**src/rtl/pwm_dac_pkg.sv**
```systemverilog
package pwm_dac_pkg;

  // Strobes from the frame control to the datapath
  typedef struct packed {
    logic wrap;   // last clock of the frame: load new command
    logic first;  // counter at zero: first clock of the frame
  } frameStrb_t;

endpackage

```
**src/rtl/pwm_frame_ctrl.sv**
```systemverilog
module pwm_frame_ctrl
  import pwm_dac_pkg::*;
#(
  parameter int CNT_WIDTH = 10
) (
  input  logic                 clk,
  input  logic                 rst,
  output logic [CNT_WIDTH-1:0] count,
  output frameStrb_t           strb
);

  localparam logic [CNT_WIDTH-1:0] LAST = '1;

  always_ff @(posedge clk) begin
    if (rst) count <= '0;
    else     count <= count + 1'b1;
  end

  assign strb.wrap  = (count == LAST);
  assign strb.first = (count == '0);

  // the frame closes after its last count and restarts at zero
  p_wrap_r1: assert property (@(posedge clk) disable iff (rst)
    strb.wrap |=> strb.first);

  // zero is never reached except after the last count
  p_no_early_wrap_r1: assert property (@(posedge clk) disable iff (rst)
    !strb.wrap |=> !strb.first);

endmodule

```
**src/rtl/pwm_dither_dp.sv**
```systemverilog
module pwm_dither_dp
  import pwm_dac_pkg::*;
#(
  parameter int CNT_WIDTH = 10,
  parameter int LSB_WIDTH = 8
) (
  input  logic                           clk,
  input  logic                           rst,
  input  logic [CNT_WIDTH+LSB_WIDTH-1:0] cmd,
  input  logic [CNT_WIDTH-1:0]           count,
  input  frameStrb_t                     strb,
  output logic                           pwmLevel,
  output logic                           firstLate
);

  localparam int CMD_W = CNT_WIDTH + LSB_WIDTH;

  logic [CNT_WIDTH-1:0] shadowHi;
  logic [LSB_WIDTH-1:0] accum;
  logic                 extend;
  logic [LSB_WIDTH:0]   accSum;
  logic [CNT_WIDTH:0]   threshold;

  // The phase accumulator advances by the fractional part once per frame
  assign accSum = {1'b0, accum} + {1'b0, cmd[LSB_WIDTH-1:0]};

  always_ff @(posedge clk) begin
    if (rst) begin
      shadowHi <= '0;
      accum    <= '0;
      extend   <= 1'b0;
    end else if (strb.wrap) begin
      shadowHi <= cmd[CMD_W-1:LSB_WIDTH];
      accum    <= accSum[LSB_WIDTH-1:0];
      extend   <= accSum[LSB_WIDTH];
    end
  end

  // The pulse stays high while the count is below hi + stretch
  assign threshold = {1'b0, shadowHi} + {{CNT_WIDTH{1'b0}}, extend};

  always_ff @(posedge clk) begin
    if (rst) begin
      pwmLevel  <= 1'b0;
      firstLate <= 1'b0;
    end else begin
      pwmLevel  <= ({1'b0, count} < threshold);
      firstLate <= strb.first;
    end
  end

  // the frame settings change only on the frame-closing edge
  p_shadow_hold_r7: assert property (@(posedge clk) disable iff (rst)
    !strb.wrap |=> ($stable(shadowHi) && $stable(accum) && $stable(extend)));

  // zero width and no stretch keep the pulse low
  p_empty_frame_r3: assert property (@(posedge clk) disable iff (rst)
    (shadowHi == '0 && !extend) |=> !pwmLevel);

  // full width plus stretch keeps the pulse high
  p_full_frame_r4: assert property (@(posedge clk) disable iff (rst)
    (shadowHi == '1 && extend) |=> pwmLevel);

  // the pulse can rise only from the frame's first count
  p_rise_at_start_r6: assert property (@(posedge clk) disable iff (rst)
    $rose(pwmLevel) |-> $past(strb.first));

endmodule

```
**src/rtl/pwm_tune_dac.sv**
```systemverilog
module pwm_tune_dac
  import pwm_dac_pkg::*;
#(
  parameter int CNT_WIDTH = 10,
  parameter int LSB_WIDTH = 8
) (
  input  logic                           clk,
  input  logic                           rst,
  input  logic [CNT_WIDTH+LSB_WIDTH-1:0] cmd,
  output logic                           pwmOut,
  output logic                           frameStart
);

  logic [CNT_WIDTH-1:0] count;
  frameStrb_t           strb;
  logic                 pwmLevel;
  logic                 firstLate;

  pwm_frame_ctrl #(.CNT_WIDTH(CNT_WIDTH)) u_ctrl (
    .clk   (clk),
    .rst   (rst),
    .count (count),
    .strb  (strb)
  );

  pwm_dither_dp #(.CNT_WIDTH(CNT_WIDTH), .LSB_WIDTH(LSB_WIDTH)) u_dp (
    .clk       (clk),
    .rst       (rst),
    .cmd       (cmd),
    .count     (count),
    .strb      (strb),
    .pwmLevel  (pwmLevel),
    .firstLate (firstLate)
  );

  // Retiming flop: the output moves only on clock edges
  always_ff @(posedge clk) begin
    if (rst) begin
      pwmOut     <= 1'b0;
      frameStart <= 1'b0;
    end else begin
      pwmOut     <= pwmLevel;
      frameStart <= firstLate;
    end
  end

  // an output rising edge is always marked by the frame strobe
  p_out_rise_aligned_r6: assert property (@(posedge clk) disable iff (rst)
    $rose(pwmOut) |-> frameStart);

  // the output stays low during reset
  p_reset_low_r8: assert property (@(posedge clk)
    rst |=> !pwmOut);

endmodule

```
**config.mk**
```make
export PLATFORM = sky130hd
export DESIGN_NAME = pwm_tune_dac
export DESIGN_NICKNAME = d
export VERILOG_FILES = /design/src/rtl/pwm_dac_pkg.sv /design/src/rtl/pwm_frame_ctrl.sv /design/src/rtl/pwm_dither_dp.sv /design/src/rtl/pwm_tune_dac.sv
export SDC_FILE = /design/constraint.sdc
export NUM_CORES = 1
export LEC_CHECK = 0
export CAP_MARGIN = 20
export CELL_PAD_IN_SITES_DETAIL_PLACEMENT = 0
export CELL_PAD_IN_SITES_GLOBAL_PLACEMENT = 1
export CORE_UTILIZATION = 45
export CTS_CLUSTER_SIZE = 24
export DETAILED_ROUTE_END_ITERATION = 8
export GPL_TIMING_DRIVEN = 0
export PLACE_DENSITY_LB_ADDON = 0.1
export REMOVE_ABC_BUFFERS = 1
export SLEW_MARGIN = 0
export SYNTH_ARGS = -nofsm -noshare
export SYNTH_HDL_FRONTEND = slang
export SYNTH_SLANG_ARGS = --single-unit
```
**constraint.sdc**
```tcl
create_clock -name clk -period 4.4 [get_ports clk]
set_input_delay 0.66 -clock clk [delete_from_list [all_inputs] [get_ports clk]]
set_output_delay 0.66 -clock clk [all_outputs]
set_load 0.05 [all_outputs]
```
After elaboration in Yosys (flattened, before gate mapping)
Index checks and enable logic that the tools add are counted.

storage, ports and cells
  register bits = 33
  bits of input ports = 20
  output and inout bits = 2
  logic and storage cells = 14

operators by class
  add/subtract/negate cells = 3
  order comparisons = 1
  eq/ne operators = 1
  reduce and logical (&&, ||, !) cells = 1

operator list
  kind                     count
  $add A10 B1 Y11          1
  $lt A10 B11 Y1           1
  $add A10 B1 Y10 const B  1
  $eq A10 B10 Y1 const B   1
  $logic_not A10 Y1        1
  $add A8 B8 Y9            1

Longest topological paths before layout
  depth in word-level cells = 2
  mapped depth = 9
  mapped depth without buffers = 9

Modules after synthesis
A second synthesis with hierarchy kept.

second synthesis, totals
  cell total of the unflattened synthesis = 210
  area, all modules = 1,900.6 um^2

modules (own cells, without submodules)
  module          times used  cells an instance  area an instance (um^2)  sequential area each (um^2)
  pwm_dither_dp   1           154                1,390.1                  420.4
  pwm_frame_ctrl  1           52                 457.9                    200.2
  pwm_tune_dac    1           4                  52.6                     40.0

Worst setup path before layout
Ideal clock, no wire load.

  path type = input-to-reg
  from = in cmd[0]
  to = reg u_dp.extend
  setup time = 0.086 ns
  data arrival time = 2.000 ns
  required time = 4.314 ns
  setup slack = 2.315 ns
  stages = 8
  path buffers = 0
  cell sequence = ha_1 > inv_1 > fa_1 > nor2b_1 > o31a_1 > o22ai_1 > o21a_1 > a211oi_1

on the way
  longest elaborated chain between the ends = 1

RTL lines
  what                  line                 RTL
  from (decl)           pwm_tune_dac.sv:9    input logic [CNT_WIDTH+LSB_WIDTH-1:0] cmd,
  $add A8 B8 Y9         pwm_dither_dp.sv:25  assign accSum = {1'b0, accum} + {1'b0, cmd[LSB_WIDTH-1:0]};
  to (signal assigned)  pwm_dither_dp.sv:35  extend <= accSum[LSB_WIDTH];
  to (decl)             pwm_dither_dp.sv:20  logic extend;

No other way between the ends.
A chain may end at the register's enable or synchronous reset.

Worst setup path after layout
Ends and elaborated chain as after synthesis.

==> impl_metrics.yaml <==
clock_tree:
  cts_resized: 0
  clockBufferDepth: 2
  clock-sinks: 33
  cts_tree: "yes"
  cts.reportedPaths.clkPinSlew_ns: 0.07
  worstSkewPairLatency_ns: 0.28
  h-tree-depth: 2
  hold_buffers: 0
  cts_setup_buffers: 0
  root_buffer: "clkbuf_8"
  cts_inserted_buffers: 5
pwr:
  combPwrFrac_pct: 8.9
  p_seq_share_pct: 50.6
  swShare_pct: 22.0
  ir_worst_vdd_uv: 124
  power_density_mw_per_mm2: 268
  p_int_mw: 0.476
  clockPowerShare_pct: 40.5
  p_leak_nw: 0.937
  p_switching_mw: 0.134
routing:
  wl_met1_um: 1720
  ant_nets: 0
  firstDrtPassIters: 4
  drtIter0Drc: 59
  drc: 0
  wl_per_cell_um: 12.7
  vias: 1571
  wl_met3_um: 125
  dr_wl_met2_um: 1840
  vias_per_cell: 5.33
  top_layer_used: "met4"
  finalWirelength_um: 3730
yosys:
  synth_top_area_cell: "dfxtp_1"
  yosys_warnings: 0
  synthDistinctLibCells: 40
  yosys-top-cells-area: "dfxtp_1, ha_1, nand2_1"
  synth_top_flop_cell: "dfxtp_1"
  synth_most_common_cell: "dfxtp_1"
  yosysSeqAreaShare_pct: 34.5
  synthArstFlopShare_pct: 0
  netlist_area_mm2: 0.00192
  synth_area_per_cell_um2: 8.60
  synth_commonest_cells: "dfxtp_1, nand2_1, a21oi_1"
  synth_top_area_share_pct: 34.5
  synth_edf_count: 0
  ys_ff_latch: 33
  netlist_instances: 223
final_layout:
  antennaDiodeCount: 0
  syn_to_final_growth_pct: 19.1
  final_layout_size_suffix_gt1_share_pct: 6.12
  fin_nets: 286
global_route:
  grt_pass1_wl_um: 6110
  antenna_found_initial: 0
  grt_start_max_net_pins: 28
  grt_pass1_vias: 1457
  grt_use_total_pct: 18.2
  grt_overflow: 0
place:
  place_hpwl_um: 2810
  place_congestion: 0.881
  io_buffers: 21
setup_path:
  path_max_fanout: 3
  cp_data_required_time_ns: 4.60
  path_class: "primary input to flip-flop"
  r2r_end: "u_dp.pwmLevel"
  ff2ff_path_depth: 9
  start_kind: "primary input"
  r2r_setup_slack_ns: 2.29
  critPathArrivalTime_ns: 2.67
  endpoint_kind: "flip-flop"
  reg2reg_from: "u_dp.shadowHi[1]"
floorplanning:
  die_h_um: 67.3
  start_util_pct: 47.2
  pin_count: 22
  die_x_um: 67.3
  rows: 23
  die_area_mm2: 0.00452
  core_area_mm2: 0.00406
sta:
  slew_headroom_pct: 58.2
  finalCritPeriodShare_pct: 56.3
  whs_ns: 0.441
  tightest_slew_ns: 0.625
  setup_viol: 0
  fmax_mhz: 404
  fin_crit_ns: 2.48
  fin_skew_ns: 0.00384
  hold_viol_final: 0
  final_max_slew_viol_count: 0
  finalSetupTns_ns: 0
  grt_setup_unrepaired: "no"
worst_hold_path:
  min_to: "frameStart"
  whs_path_depth: 1
  hold_class: "flip-flop to flip-flop"
  min_from: "u_dp.firstLate"
outcome:
  outcome: "finished clean"
run:
  maxCapViolCount: 0
-- routing by layer --
layer / track usage, % / vias up
met5: 0 / -
met4: 7.98 / 0
met3: 5.24 / 5
met2: 32.0 / 23
met1: 20.1 / 714
li1: - / 829
-- state kept, by name (all words and copies together) (netlist names) --
name / count
u_ctrl.count: 10
pwmOut: 1
u_dp.extend: 1
u_dp.accum: 8
u_dp.firstLate: 1
u_dp.shadowHi: 10
u_dp.pwmLevel: 1
frameStart: 1
-- placed cells by master (no fill, tap or decap), types with 5 or more instances in the layout --
cell and count:
nor2_1 15, o21ai_0 5, clkdlybuf4s50_1 21, nor2b_1 7, nand3_1 11, inv_1 5
ha_1 21, xor2_1 12, nand2_1 32, a21oi_1 23, dfxtp_1 33, clkbuf_8 7
-- worst max-delay path: stages --
cell             delay (ns)
clkdlybuf4s50_1        0.46
ha_1                   0.17
inv_1                  0.06
fa_1                   0.38
nor2b_1                0.22
o31a_1                 0.19
o22ai_1                0.12
o21a_1                 0.20
a211oi_1               0.21
-- kinds of logic after synthesis --
kind of cell | count (synthesis) | synth area share [%]
AO/OA/AOI/OAI | 42 | 12.8
XOR/XNOR | 16 | 7.31
adder cells (fa/ha/maj) | 22 | 14.8
buffers and inverters | 14 | 3.46
flip-flops | 33 | 34.5
multiplexers | 2 | 1.04
AND/OR/NAND/NOR | 94 | 26.2
-- worst max-delay path by stage --
| stage | to | startpoint | cells past startpoint | slack [ns] |
|---|---|---|---|---|
| final | u_dp.extend | cmd[0] | 9 | 1.92 |
| after global routing | u_dp.extend | cmd[0] | 9 | 1.76 |
| after CTS | u_dp.extend | cmd[0] | 9 | 1.93 |
| after detailed placement | u_dp.extend | cmd[0] | 9 | 1.64 |
| after global placement | u_dp.extend | cmd[0] | 9 | 1.68 |
| after floorplan | u_dp.extend | cmd[0] | 8 | 2.31 |
-- power by group through the flow --
stage                     registers (mW)  clock network [mW]  logic (mW)
after floorplan                    0.318                   0      0.0191
after global placement             0.315                   0      0.0499
after detailed placement           0.315                   0      0.0543
after CTS                          0.309               0.256      0.0546
after global routing               0.309               0.271      0.0595
final                              0.309               0.247      0.0545
-- per-stage QoR --
stage / worst slack [ns] / instances / instance area (um2) / util (%) / total power [mW]
2_1_floorplan: 2.31 / 214 / 1870 / - / 0.337
3_3_place_gp: 1.68 / 285 / 2140 / 52.8 / 0.365
3_5_place_dp: 1.64 / 287 / 2180 / 53.7 / 0.370
4_1_cts: 1.93 / 295 / 2280 / 56.2 / 0.620
5_1_grt: 1.76 / 295 / 2280 / 56.2 / 0.640
6_report: 1.92 / 295 / 2280 / 56.2 / 0.611
-- final cells by class --
type,instances,area (um2)
tap,50,62.6
fill,369,1780
clock inverter,1,5.00
multi-input combinational,176,1190
sequential,33,661
inverter,5,18.8
timing repair buffer,23,249
clock buffer,7,96.3
Power figures use the tool's default switching activity.
